$ cat src/rtl/addr_region_match.sv
module addr_region_match #(
  parameter int NREG = 8,
  localparam int IW = $clog2(3*NREG+1)
) (
  input  logic            clk,
  input  logic            rst_n,
  input  logic            cfg_we,
  input  logic [IW-1:0]   cfg_idx,
  input  logic [7:0]      cfg_wdata,
  input  logic [31:0]     addr_in,
  output logic [NREG-1:0] hit_vec,
  output logic            nc_out
);
  localparam int NBYTE = 3*NREG;
  localparam logic [IW-1:0] CTRL_IDX = IW'(NBYTE);

  logic [7:0] cfg_q [NBYTE];
  logic [1:0] ctrl_q;
  logic [NREG-1:0] hit_d;
  logic win_hi, win_lo;

  always_ff @(posedge clk) begin
    if (!rst_n) begin
      for (int i = 0; i < NBYTE; i++) cfg_q[i] <= '0;
      ctrl_q <= '0;
    end else if (cfg_we) begin
      if (cfg_idx < CTRL_IDX) cfg_q[cfg_idx] <= cfg_wdata;
      else if (cfg_idx == CTRL_IDX) ctrl_q <= cfg_wdata[1:0];
    end
  end

  for (genvar r = 0; r < NREG; r++) begin : g_rgn
    logic [31:0] base, keep;
    logic [3:0]  code;
    logic [4:0]  sh;
    assign base = {cfg_q[3*r], cfg_q[3*r+1], cfg_q[3*r+2][7:4], 12'h000};
    assign code = cfg_q[3*r+2][3:0];
    assign sh   = 5'd11 + {1'b0, code};
    assign keep = (code == 4'hF) ? 32'h0 : ~((32'd1 << sh) - 32'd1);
    assign hit_d[r] = (code != 4'h0) && (((addr_in ^ base) & keep) == 32'h0);
  end

  assign win_hi = ctrl_q[1] && (addr_in[31:20] == 12'h000) && (addr_in[19:16] >= 4'hA);
  assign win_lo = ctrl_q[0] && (addr_in[19:16] == 4'h0);

  always_ff @(posedge clk) begin
    if (!rst_n) begin
      hit_vec <= '0;
      nc_out  <= 1'b0;
    end else begin
      hit_vec <= hit_d;
      nc_out  <= (|hit_d) | win_hi | win_lo;
    end
  end
endmodule

$ cat config.mk
export PLATFORM = sky130hd
export DESIGN_NAME = addr_region_match
export DESIGN_NICKNAME = d
export VERILOG_FILES = /design/src/rtl/addr_region_match.sv
export SDC_FILE = /design/constraint.sdc
export NUM_CORES = 1
export LEC_CHECK = 0
export BUFFER_PORTS_ARGS = -buffer_cell sky130_fd_sc_hd__buf_4
export CAP_MARGIN = 10
export CORE_MARGIN = 5
export CORE_UTILIZATION = 55
export CTS_BUF_LIST = sky130_fd_sc_hd__clkbuf_4 sky130_fd_sc_hd__clkbuf_8
export DETAILED_ROUTE_END_ITERATION = 6
export PLACE_DENSITY = 0.75
export SYNTH_ARGS = -nofsm -noshare
export SYNTH_HDL_FRONTEND = slang
export SYNTH_SLANG_ARGS = --single-unit
$ cat constraint.sdc
create_clock -name clk -period 3.95 [get_ports clk]
set_input_delay 0.79 -clock clk [delete_from_list [all_inputs] [get_ports clk]]
set_output_delay 0.79 -clock clk [all_outputs]
set_load 0.02 [all_outputs]
==> impl_metrics.csv <==
group,metric,value,unit
run,drv_cap,0,
logic_synthesis,post_synth_inst_count,1959,
floorplanning,core,0.0304,mm2
route,viasPerCell,6.58,
power,total_power,0.00595,W
setup_path,worst-endpoint-required,4.46,ns
logic_synthesis,synthTopCellsByArea,"sky130_fd_sc_hd__edfxtp_1 34%, sky130_fd_sc_hd__and2_1 7.4%, sky130_fd_sc_hd__xnor2_1 6.6%",
global_route,grt_max_degree,31,
placement,post-place-ws,-0.0173,ns
timing,achievable-frequency,258,MHz
logic_synthesis,number_of_synthesized_flops_with_an_enable_pin,192,
placement,globalplace.congestion,0.979,
floorplanning,vertical_extent_of_the_die,185,um
finish,design_area,0.0190,mm2
floorplanning,floorplan.die.width,185,um
timing,final_min_period_over_clock_period,98.0,%
route,route.detailed.wl_per_inst,24.0,um
clocking,clock_insertion_delay_worst_skew,0.58,ns
outcome,outcome,"finished, final reports clean",
power,seqPwrFrac,42.5,%
logic_synthesis,ys_dominant_reg_cell,"sky130_fd_sc_hd__edfxtp_1",
logic_synthesis,synth-seq-cells,203,
min_path,holdCritPathClass,"register to register",
finish,layoutNonFillerInstCount,2464,
timing,hold_viol,0,
route,detail_route.iter0.violations,2436,
finish,drive_above_1_share,14.7,%
route,drcViolationCount,0,
floorplanning,initial_utilization,55.5,%
finish,area.sequential,0.00599,mm2
finish,n_antenna_cell,0,
placement,io_buffer_count,52,
finish,num-nets-final,2118,
route,ant_nets,0,
setup_path,crit_path_dat,4.38,ns
logic_synthesis,synth_largest_type_area_fraction,34.1,%
placement,numPlacedInstances,2409,
route,dr_total_vias,16224,
logic_synthesis,seq_area_frac_synth,35.4,%
clocking,ctsRootBufferMaster,"sky130_fd_sc_hd__clkbuf_8",
timing,timing_max_transition_violations_final,0,
clocking,cts_tree,"done",
global_route,antenna_found_initial,2,
global_route,groute.usage.overall,33.9,%
logic_synthesis,synth_warnings,0,
route,postRouteWirelength,59200,um
finish,area_grow_syn2layout,12.7,%
floorplanning,placement_rows,64,
setup_path,setup.worst_path.end_class,"register",
timing,layout_min_cycle_time,3.87,ns
clocking,cts-hold-fix-buffers,0,
finish,layout.filler_cells,2644,
clocking,htree_num_levels,1,
timing,slew_headroom,50.1,%
global_route,via_count_of_the_first_global_routing_pass,14947,
min_path,hold-path-cell-count,2,
timing,skew,0.0232,ns
finish,multi_input_area,0.0103,mm2
logic_synthesis,async_flop_share,0,%
logic_synthesis,syn-cell-area,0.0169,mm2
logic_synthesis,netlist-cell-type-count,96,
timing,timing_worst_slew_pin_value,0.743,ns
clocking,tritoncts_num_sinks,203,
timing,worst_slack,0.0800,ns
logic_synthesis,netlist.top_cell.by_area,"sky130_fd_sc_hd__edfxtp_1",
setup_path,timing.critical_path.fanout_max,11,
placement,dp_hpwl,41500,um
floorplanning,boundaryPins,57,
setup_path,critPathKind,"register to register",
clocking,clkTransAtPathRegs,0.07,ns
global_route,grt_overflow,0,
power,peakVddDrop,0.349,mV
route,firstDrtPassIters,6,
power,switchingPower,0.00193,W
floorplanning,die-area,0.0343,mm2
power,swShare,32.5,%
setup_path,worst-r2r-cell-count,14,
setup_path,type_of_origin_of_the_critical_path,"register",
power,powerDensity,313,mW/mm2
global_route,grt_first_pass_wirelength,90200,um
placement,placement.cell_area,0.0183,mm2
logic_synthesis,mean_instance_size_in_the_synthesized_netlist,8.62,um2
power,power_frac_clock,28.8,%
power,power_report.internal_total,0.00402,W
power,comb_power_share,28.7,%
power,p_leak,6.88,nW
timing,report.final.setup_viol,0,
clocking,cts-buffers-inserted,30,
clocking,bufs_on_longest_clock_path,3,
-- synth_stat cells (15+ instances only) --
library cell,count
sky130_fd_sc_hd__a211oi_1,16
sky130_fd_sc_hd__a21oi_1,101
sky130_fd_sc_hd__a31oi_1,24
sky130_fd_sc_hd__and2_1,200
sky130_fd_sc_hd__buf_1,19
sky130_fd_sc_hd__clkbuf_1,130
sky130_fd_sc_hd__edfxtp_1,192
sky130_fd_sc_hd__ha_1,24
sky130_fd_sc_hd__inv_1,41
sky130_fd_sc_hd__nand2_1,118
sky130_fd_sc_hd__nand2b_1,21
sky130_fd_sc_hd__nand3_1,35
sky130_fd_sc_hd__nand4_1,17
sky130_fd_sc_hd__nor2_1,143
sky130_fd_sc_hd__nor2b_1,21
sky130_fd_sc_hd__nor3_1,61
sky130_fd_sc_hd__nor4_1,23
sky130_fd_sc_hd__o2111ai_1,18
sky130_fd_sc_hd__o211ai_1,18
sky130_fd_sc_hd__o21ai_0,134
sky130_fd_sc_hd__o22ai_1,18
sky130_fd_sc_hd__o31ai_1,20
sky130_fd_sc_hd__or2_2,15
sky130_fd_sc_hd__xnor2_1,128
sky130_fd_sc_hd__xor2_1,99
-- critical path, cell delays in order, from the launching register on --
cell                       delay (ns)
sky130_fd_sc_hd__edfxtp_1        0.39
sky130_fd_sc_hd__or2_1           0.29
sky130_fd_sc_hd__inv_4           0.06
sky130_fd_sc_hd__ha_2            0.33
sky130_fd_sc_hd__xor2_1          0.20
sky130_fd_sc_hd__o22ai_1         0.18
sky130_fd_sc_hd__nor3_1          0.09
sky130_fd_sc_hd__a221oi_1        0.22
sky130_fd_sc_hd__a21oi_1         0.11
sky130_fd_sc_hd__or4_1           0.56
sky130_fd_sc_hd__or4_1           0.54
sky130_fd_sc_hd__o31ai_2         0.24
sky130_fd_sc_hd__buf_4           0.18
sky130_fd_sc_hd__and4b_1         0.23
sky130_fd_sc_hd__a41oi_2         0.17
-- flip-flops by register name, summed over array words and instances, names as in the netlist --
name     flops
hit_vec      8
ctrl_q       2
nc_out       1
cfg_q      192
-- final timing paths --
kind,from,end,slack [ns]
worst min-delay path,ctrl_q[1]$_SDFFE_PN0P_,ctrl_q[1]$_SDFFE_PN0P_,0.50
worst max register to register,cfg_q[11][0]$_SDFFCE_PN0P_,nc_out$_SDFF_PN0_,0.08
worst min register to register,ctrl_q[1]$_SDFFE_PN0P_,ctrl_q[1]$_SDFFE_PN0P_,0.50
worst max-delay path,cfg_q[11][0]$_SDFFCE_PN0P_,nc_out$_SDFF_PN0_,0.08
-- layer usage --
| metal | GRT usage, % | part of all wire (%) | wire length (um) |
|---|---|---|---|
| met4 | 10.9 | 3.7 | 2210 |
| met5 | 0 | 0 | 0 |
| met3 | 3.71 | 9.7 | 5770 |
| met1 | 50.3 | 42 | 24800 |
| met2 | 52.0 | 45 | 26500 |
-- layout by cell type, fill, tap and decap left out, types with 41 or more instances in the layout --
cell and instances:
sky130_fd_sc_hd__edfxtp_1 192, sky130_fd_sc_hd__and2_1 200, sky130_fd_sc_hd__inv_1 41, sky130_fd_sc_hd__nor2_1 142, sky130_fd_sc_hd__a21oi_1 99, sky130_fd_sc_hd__nand2_1 118, sky130_fd_sc_hd__xor2_1 99, sky130_fd_sc_hd__buf_4 200
sky130_fd_sc_hd__nor3_1 58, sky130_fd_sc_hd__o21ai_0 133, sky130_fd_sc_hd__xnor2_1 128
-- stage by stage --
step	util, %	setup TNS [ns]	hold slack, ns
2_1_floorplan	-	0	0.452
6_report	62.6	0	0.497
3_5_place_dp	60.3	-0.0173	0.476
5_1_grt	62.6	-0.00812	0.536
3_3_place_gp	60.3	-0.000925	0.466
4_1_cts	62.3	0	0.494
-- cell families after synthesis --
| group | Yosys count | synth area share, % |
|---|---|---|
| xor gates and xnor gates | 227 | 11.8 |
| adders and majority gates | 27 | 1.96 |
| buffers and inverters | 206 | 4.72 |
| muxes | 15 | 0.904 |
| DFF | 203 | 35.4 |
| and+or+nand+nor | 742 | 23.7 |
| other | 1 | 0.0222 |
| AOI/OAI and AO/OA | 538 | 21.5 |
-- timing repair --
action,CTS,global route
gates resized for setup,4,19
pin swaps,0,3
endpoints found under the setup margin,1,4
setup buffers,0,1
-- power groups by stage --
stage / logic (W) / clock network (W) / registers [W]
CTS: 0.00164 / 0.00172 / 0.00253
finish: 0.00171 / 0.00172 / 0.00253
floorplan: 0.00107 / 0 / 0.00255
detailed placement: 0.00162 / 0 / 0.00258
global placement: 0.00163 / 0 / 0.00257
global route: 0.00182 / 0.00183 / 0.00254
-- area by class of cell --
type / count / area share, %
well taps: 396 / 2.60
flip-flops and latches: 203 / 31.4
repair buffers: 201 / 7.99
clock inverters: 14 / 0.480
clock buffers: 40 / 2.73
multi-input cells: 1565 / 53.9
inverters: 45 / 0.900
(Power assumes the default switching activity.)
